## config.mk

```make
export PLATFORM = sky130hd
export DESIGN_NAME = rom_sum_check
export DESIGN_NICKNAME = d
export VERILOG_FILES = /design/src/rtl/rcv_pkg.sv /design/src/rtl/rcv_ctrl.sv /design/src/rtl/rcv_addr_gen.sv /design/src/rtl/rcv_col_sum.sv /design/src/rtl/rom_sum_check.sv
export SDC_FILE = /design/constraint.sdc
export NUM_CORES = 1
export LEC_CHECK = 0
export BUFFER_PORTS_ARGS = -buffer_cell sky130_fd_sc_hd__buf_2
export CAP_MARGIN = 20
export CORE_ASPECT_RATIO = 0.6
export CORE_MARGIN = 2
export CORE_UTILIZATION = 57
export DETAILED_ROUTE_END_ITERATION = 8
export GPL_TIMING_DRIVEN = 0
export PLACE_DENSITY = 0.85
export SETUP_SLACK_MARGIN = 0.1
export SLEW_MARGIN = 20
export SYNTH_ARGS = -nofsm -noshare
export SYNTH_HDL_FRONTEND = slang
export SYNTH_HIERARCHICAL = 1
export SYNTH_SLANG_ARGS = --single-unit
```

## constraint.sdc

```tcl
create_clock -name clk -period 6.9 [get_ports clk]
set_input_delay 0.345 -clock clk [delete_from_list [all_inputs] [get_ports clk]]
set_output_delay 0.345 -clock clk [all_outputs]
set_load 0.03 [all_outputs]
```

## src/rtl/rcv_pkg.sv

```systemverilog
package rcv_pkg;

    localparam int RCV_ADDR_W_DEF = 16;
    localparam int RCV_DATA_W_DEF = 8;

    typedef enum logic [1:0] {
        RCV_IDLE  = 2'd0,
        RCV_READ  = 2'd1,
        RCV_DRAIN = 2'd2
    } rcv_state_e;

    typedef struct packed {
        logic load;
        logic issue;
        logic finish;
    } rcv_ctl_t;

    function automatic logic [1:0] rcv_state_bits(input rcv_state_e s);
        return 2'(s);
    endfunction

endpackage

```

## src/rtl/rcv_ctrl.sv

```systemverilog
module rcv_ctrl
    import rcv_pkg::*;
(
    input  logic     clk,
    input  logic     rst,
    input  logic     start_i,
    input  logic     len_zero_i,
    input  logic     last_i,
    output rcv_ctl_t ctl_o,
    output logic     busy_o
);

    rcv_state_e state_q, state_d;

    always_comb begin
        ctl_o   = '0;
        state_d = state_q;
        unique case (state_q)
            RCV_IDLE: begin
                if (start_i) begin
                    ctl_o.load = 1'b1;
                    state_d    = len_zero_i ? RCV_DRAIN : RCV_READ;
                end
            end
            RCV_READ: begin
                ctl_o.issue = 1'b1;
                if (last_i) state_d = RCV_DRAIN;
            end
            RCV_DRAIN: begin
                ctl_o.finish = 1'b1;
                state_d      = RCV_IDLE;
            end
            default: state_d = RCV_IDLE;
        endcase
    end

    always_ff @(posedge clk) begin
        if (rst) state_q <= RCV_IDLE;
        else     state_q <= state_d;
    end

    assign busy_o = (state_q != RCV_IDLE);

    // a run in the middle of its reads keeps reading whatever start does
    a_r7_read_holds: assert property (@(posedge clk) disable iff (rst)
        (state_q == RCV_READ && !last_i) |=> (state_q == RCV_READ));

    // the finishing cycle always returns control to idle
    a_r9_drain_to_idle: assert property (@(posedge clk) disable iff (rst)
        (state_q == RCV_DRAIN) |=> (rcv_state_bits(state_q) != rcv_state_bits(RCV_DRAIN)));

endmodule

```

## src/rtl/rcv_addr_gen.sv

```systemverilog
module rcv_addr_gen #(
    parameter int ADDR_W = 16,
    parameter int LEN_W  = ADDR_W + 1
) (
    input  logic              clk,
    input  logic              rst,
    input  logic              load_i,
    input  logic              issue_i,
    input  logic [ADDR_W-1:0] base_i,
    input  logic [LEN_W-1:0]  len_i,
    output logic [ADDR_W-1:0] addr_o,
    output logic              last_o,
    output logic              len_zero_o
);

    localparam logic [LEN_W-1:0] ONE_LEFT = LEN_W'(1);

    logic [ADDR_W-1:0] addr_q;
    logic [LEN_W-1:0]  remain_q;

    always_ff @(posedge clk) begin
        if (rst) begin
            addr_q   <= '0;
            remain_q <= '0;
        end else if (load_i) begin
            addr_q   <= base_i;
            remain_q <= len_i;
        end else if (issue_i) begin
            addr_q   <= addr_q + 1'b1;
            remain_q <= remain_q - 1'b1;
        end
    end

    assign addr_o     = addr_q;
    assign last_o     = (remain_q == ONE_LEFT);
    assign len_zero_o = (len_i == '0);

    // consecutive reads step the address by one
    a_r2_addr_step: assert property (@(posedge clk) disable iff (rst)
        (issue_i && !last_o) |=> (addr_o == $past(addr_o) + 1'b1));

    // a read is never issued with nothing left to read
    a_r2_remain_live: assert property (@(posedge clk) disable iff (rst)
        issue_i |-> (remain_q != '0));

endmodule

```

## src/rtl/rcv_col_sum.sv

```systemverilog
module rcv_col_sum #(
    parameter int DATA_W = 8
) (
    input  logic              clk,
    input  logic              rst,
    input  logic              clear_i,
    input  logic              rd_i,
    input  logic              finish_i,
    input  logic [DATA_W-1:0] data_i,
    output logic              done_o,
    output logic              pass_o
);

    logic              rd_q;
    logic [DATA_W-1:0] acc_q;
    logic [DATA_W-1:0] acc_next;
    logic              done_q, pass_q;

    for (genvar b = 0; b < DATA_W; b++) begin : g_col
        assign acc_next[b] = acc_q[b] ^ (rd_q & data_i[b]);
    end

    always_ff @(posedge clk) begin
        if (rst) begin
            rd_q   <= 1'b0;
            acc_q  <= '0;
            done_q <= 1'b0;
            pass_q <= 1'b0;
        end else begin
            rd_q   <= rd_i;
            done_q <= finish_i;
            pass_q <= finish_i & (&acc_next);
            if (clear_i) acc_q <= '0;
            else         acc_q <= acc_next;
        end
    end

    assign done_o = done_q;
    assign pass_o = pass_q;

    // a verdict never appears outside the done cycle
    a_r6_pass_with_done: assert property (@(posedge clk) disable iff (rst)
        pass_o |-> done_o);

    // done is a single-cycle pulse
    a_r5_done_pulse: assert property (@(posedge clk) disable iff (rst)
        done_o |=> !done_o);

endmodule

```

## src/rtl/rom_sum_check.sv

```systemverilog
module rom_sum_check
    import rcv_pkg::*;
#(
    parameter int ADDR_W = RCV_ADDR_W_DEF,
    parameter int DATA_W = RCV_DATA_W_DEF,
    localparam int LEN_W = ADDR_W + 1
) (
    input  logic              clk,
    input  logic              rst,
    input  logic              start_i,
    input  logic [ADDR_W-1:0] base_i,
    input  logic [LEN_W-1:0]  len_i,
    output logic [ADDR_W-1:0] mem_addr_o,
    output logic              mem_rd_o,
    input  logic [DATA_W-1:0] mem_data_i,
    output logic              busy_o,
    output logic              done_o,
    output logic              pass_o
);

    rcv_ctl_t ctl;
    logic     last, len_zero;

    rcv_ctrl u_ctrl (
        .clk        (clk),
        .rst        (rst),
        .start_i    (start_i),
        .len_zero_i (len_zero),
        .last_i     (last),
        .ctl_o      (ctl),
        .busy_o     (busy_o)
    );

    rcv_addr_gen #(.ADDR_W(ADDR_W), .LEN_W(LEN_W)) u_addr (
        .clk        (clk),
        .rst        (rst),
        .load_i     (ctl.load),
        .issue_i    (ctl.issue),
        .base_i     (base_i),
        .len_i      (len_i),
        .addr_o     (mem_addr_o),
        .last_o     (last),
        .len_zero_o (len_zero)
    );

    rcv_col_sum #(.DATA_W(DATA_W)) u_sum (
        .clk      (clk),
        .rst      (rst),
        .clear_i  (ctl.load),
        .rd_i     (ctl.issue),
        .finish_i (ctl.finish),
        .data_i   (mem_data_i),
        .done_o   (done_o),
        .pass_o   (pass_o)
    );

    assign mem_rd_o = ctl.issue;

    // reads only happen inside a run
    a_r2_rd_in_run: assert property (@(posedge clk) disable iff (rst)
        mem_rd_o |-> busy_o);

    // an empty region reads nothing and finishes one cycle later as a failure
    a_r8_empty_region: assert property (@(posedge clk) disable iff (rst)
        (start_i && !busy_o && len_i == '0) |=> (!mem_rd_o ##1 (done_o && !pass_o)));

    // an accepted start makes the block busy in the next cycle
    a_r2_start_busy: assert property (@(posedge clk) disable iff (rst)
        (start_i && !busy_o) |=> busy_o);

endmodule

```

==> metrics.md <==
| Metric | Value |
|---|---|
| Outcome | completed |
| DRT iter0 DRCs | 136 |
| Total clock buffers created by CTS | 5 |
| Synth Flop Type | dfxtp_1 |
| Comb pwr share | 23.3% |
| Vias in the first global route | 2194 |
| TritonRoute pass-1 iters | 4 |
| Final core utilization | 71.4% |
| Final setup viols | 0 |
| Area grow syn2layout | 19.3% |
| Area of the mapped netlist | 2460 µm² |
| Tightest Pin Transition | 545 ps |
| Setup crit end kind | flop |
| Sw frac | 32.7% |
| First-pass GRT wire length | 10000 µm |
| Leading post-synthesis cells by cell area | dfxtp_1, xnor2_1, nor2_1 |
| Reg2reg start | u_ctrl/state_q[0]$_SDFFE_PP0P_ |
| Root cell of the clock tree | clkbuf_8 |
| Synth Instances | 298 |
| R2R depth | 6 |
| Later-pin clock latency in the skew report | 300 ps |
| Area of the multi-input gates | 1450 µm² |
| Arr. time, crit path | 3040 ps |
| Syn_nets | 345 |
| Max Freq | 354 MHz |
| Clock Power Share | 26.6% |
| Htree depth | 2 |
| Final max-slew violation count | 0 |
| Grt ovf | 0 |
| Rows | 18 |
| RR Endpoint | u_addr/remain_q[13]$_SDFFE_PP0P_ |
| Setup TNS | 0 ps |
| WL final | 6440 µm |
| Post-synth EDFFs | 0 |
| CTS resizes | 0 |
| Total GRT Usage | 27.5% |
| Period minus WS final | 2820 ps |
| Ys Warns | 6 |
| Max-Slew Margin vs Limit | 63.2% |
| Max clock buf depth | 2 |
| Nets | 415 |
| Largest net degree at the start of global routing | 15 |
| Share of cells above drive strength 1 | 21.4% |
| Power per cell area | 210 nW/µm² |
| Buffers on Ports | 63 |
| Crit path capture | u_addr/remain_q[13]$_SDFFE_PP0P_ |
| Post-synthesis mux area share | 0.406% |
| Internal | 415 µW |
| Post-synthesis register bit count | 46 |
| Switching power | 202 µW |
| Largest family of logic cells by synthesized area | simple AND/OR/NAND/NOR gates |
| Critical path peak fanout | 8 |
| WS Path Type | reg2reg |
| HP Class | in2reg |
| Routability cong. | 0.858 |
| CP startpoint | u_ctrl/state_q[0]$_SDFFE_PP0P_ |
| Synth Area in XOR/XNOR | 11.7% |
| Fill cells | 351 |
| Clk sinks | 46 |
| R2R setup slack | 4080 ps |
| # DRC | 0 |
| CTS tree | yes |
| Max-cap violations | 0 |
| Synth Area in Adders | 1.52% |
| Mean Syn Cell Area | 8.27 µm² |
| Final hold vios | 0 |
| Cts hold-fix bufs | 0 |
| Drt wl/cell | 15.0 µm |
| Initial antenna violation count | 0 |
| Static leakage | 0.00114 µW |
| Worst Setup Start Kind | flop |
| Top-area cell type share of the netlist area | 37.4% |
| Diodes inserted | 0 |
| Register area share after synthesis | 37.4% |
| Synth cell types | 48 |
| Final HPWL DP | 4860 µm |
| WP data required | 7120 ps |
| Boundary pin count | 64 |
| Final period util | 40.9% |
| Ys async rst share | 0% |
| Via count | 2457 |
| # Post-CTS Setup Buffers | 0 |
| Chip width | 88.9 µm |
| CTS clk-pin slew, worst paths | 90 ps |
| Vias per inst | 5.73 |
| Die H | 54.9 µm |
| Register area | 921 µm² |
| Final ANT Viol Nets | 0 |
| Die Area | 4880 µm² |
| Core ar. | 4120 µm² |
| Initial Util | 59.8% |
| Sequential fraction of design power | 50.1% |
| Synth Area in Compound Gates | 15.3% |
| RSZ-0062 raised after global routing | no |
| Biggest area consumer among synthesized cells | dfxtp_1 |
| Post-Synth Simple-Gate Area | 29.8% |
| Worst IR drop on VDD | 141 µV |
| Final clock skew | 9.64 ps |
==> layout by cell type (no fill, tap or decap), drive strengths merged, types with 3 or more instances in the layout <==
cell type,synthesis,layout
ha,3,3
nor2b,4,4
nand2,26,26
a211oi,19,19
xor2,13,13
or2,4,4
clkinv,1,3
or3,7,7
a311oi,4,4
inv,7,7
nor4,14,14
o21ai,7,7
dfxtp,46,46
nand3,7,7
nor3,10,10
or4,5,5
buf,4,67
nand2b,3,3
xnor2,20,20
nand4,7,7
nor2,37,37
a21oi,10,10
clkbuf,13,19
==> power by group through the flow <==
stage	clock network, µW	registers, µW	logic (µW)
6_report	164	309	144
3_3_place_gp	0	312	137
4_1_cts	165	308	142
3_5_place_dp	0	313	141
5_1_grt	176	311	157
2_1_floorplan	0	323	82.4
==> metal layers <==
layer | track usage, % | part of all wire [%] | vias to the layer above
met3 | 6.97 | 7.8 | 16
met4 | 9.85 | 1.9 | 0
li1 | - | - | 1214
met5 | 0 | 0 | -
met2 | 42.9 | 42 | 95
met1 | 37.5 | 48 | 1132
==> state kept, by name, indices dropped and copies added (netlist names) <==
| register | cells |
|---|---|
| u_sum/pass_o | 1 |
| u_addr/remain_q | 17 |
| u_sum/rd_q | 1 |
| u_addr/addr_o | 16 |
| u_sum/acc_q | 8 |
| u_sum/done_o | 1 |
| u_ctrl/state_q | 2 |
==> kinds of logic (layout without fill, tap and decap cells) <==
logic type                 count (synthesis)  after routing
and+or+nand+nor                          138            138
AOI/OAI and AO/OA                         52             52
buffers and inverters                     25             96
DFF                                       46             46
xor gates and xnor gates                  33             33
muxes                                      1              1
adders and majority gates                  3              3
==> worst max-delay path, cell delays in order (launching register included) <==
cell and delay (ps):
dfxtp_1 410, nor2b_1 500, or3b_2 490, clkbuf_1 230, or4_4 470, or4_1 400, a311oi_1 250
==> layout make-up <==
class | count | area share, %
Multi-Input combinational cell | 227 | 49.2
Inverter | 8 | 1.02
Timing Repair Buffer | 63 | 10.7
Clock inverter | 2 | 0.468
Sequential cell | 46 | 31.3
Clock buffer | 6 | 2.47
Tap cell | 60 | 2.55
Buffer | 17 | 2.25
==> synthesized netlist by cell type (all sizes together), types with 5 or more instances <==
| cell | n |
|---|---|
| xor2 | 13 |
| o21ai | 7 |
| nand3 | 7 |
| nand4 | 7 |
| dfxtp | 46 |
| nor2 | 37 |
| nor3 | 10 |
| or4 | 5 |
| a211oi | 19 |
| a21oi | 10 |
| inv | 7 |
| nor4 | 14 |
| xnor2 | 20 |
| or3 | 7 |
| clkbuf | 13 |
| nand2 | 26 |
==> metrics by stage <==
| step | worst slack, ps | total power (µW) | hold slack [ps] | area, µm² | std cells |
|---|---|---|---|---|---|
| 6_report | 4080 | 617 | 274 | 2940 | 429 |
| 5_1_grt | 3890 | 644 | 277 | 2940 | 429 |
| 4_1_cts | 4110 | 615 | 273 | 2940 | 429 |
| 3_5_place_dp | 4120 | 454 | 498 | 2860 | 421 |
| 3_3_place_gp | 4200 | 448 | 489 | 2860 | 421 |
| 2_1_floorplan | 4140 | 406 | 410 | 2460 | 298 |
==> worst min path at each step <==
stage	to	start	slack (ps)	cells past startpoint
detailed placement	u_ctrl/state_q[0]$_SDFFE_PP0P_	u_ctrl/state_q[1]$_SDFFE_PP0P_	500	1
global route	u_addr/addr_o[1]$_SDFFE_PP0P_	base_i[1]	280	3
floorplan	u_ctrl/state_q[0]$_SDFFE_PP0P_	rst	410	1
global placement	u_sum/acc_q[2]$_SDFF_PP0_	u_sum/acc_q[2]$_SDFF_PP0_	490	2
finish	u_addr/addr_o[1]$_SDFFE_PP0P_	base_i[1]	270	3
CTS	u_addr/addr_o[1]$_SDFFE_PP0P_	base_i[1]	270	3
Power figures use the tool's default switching activity.
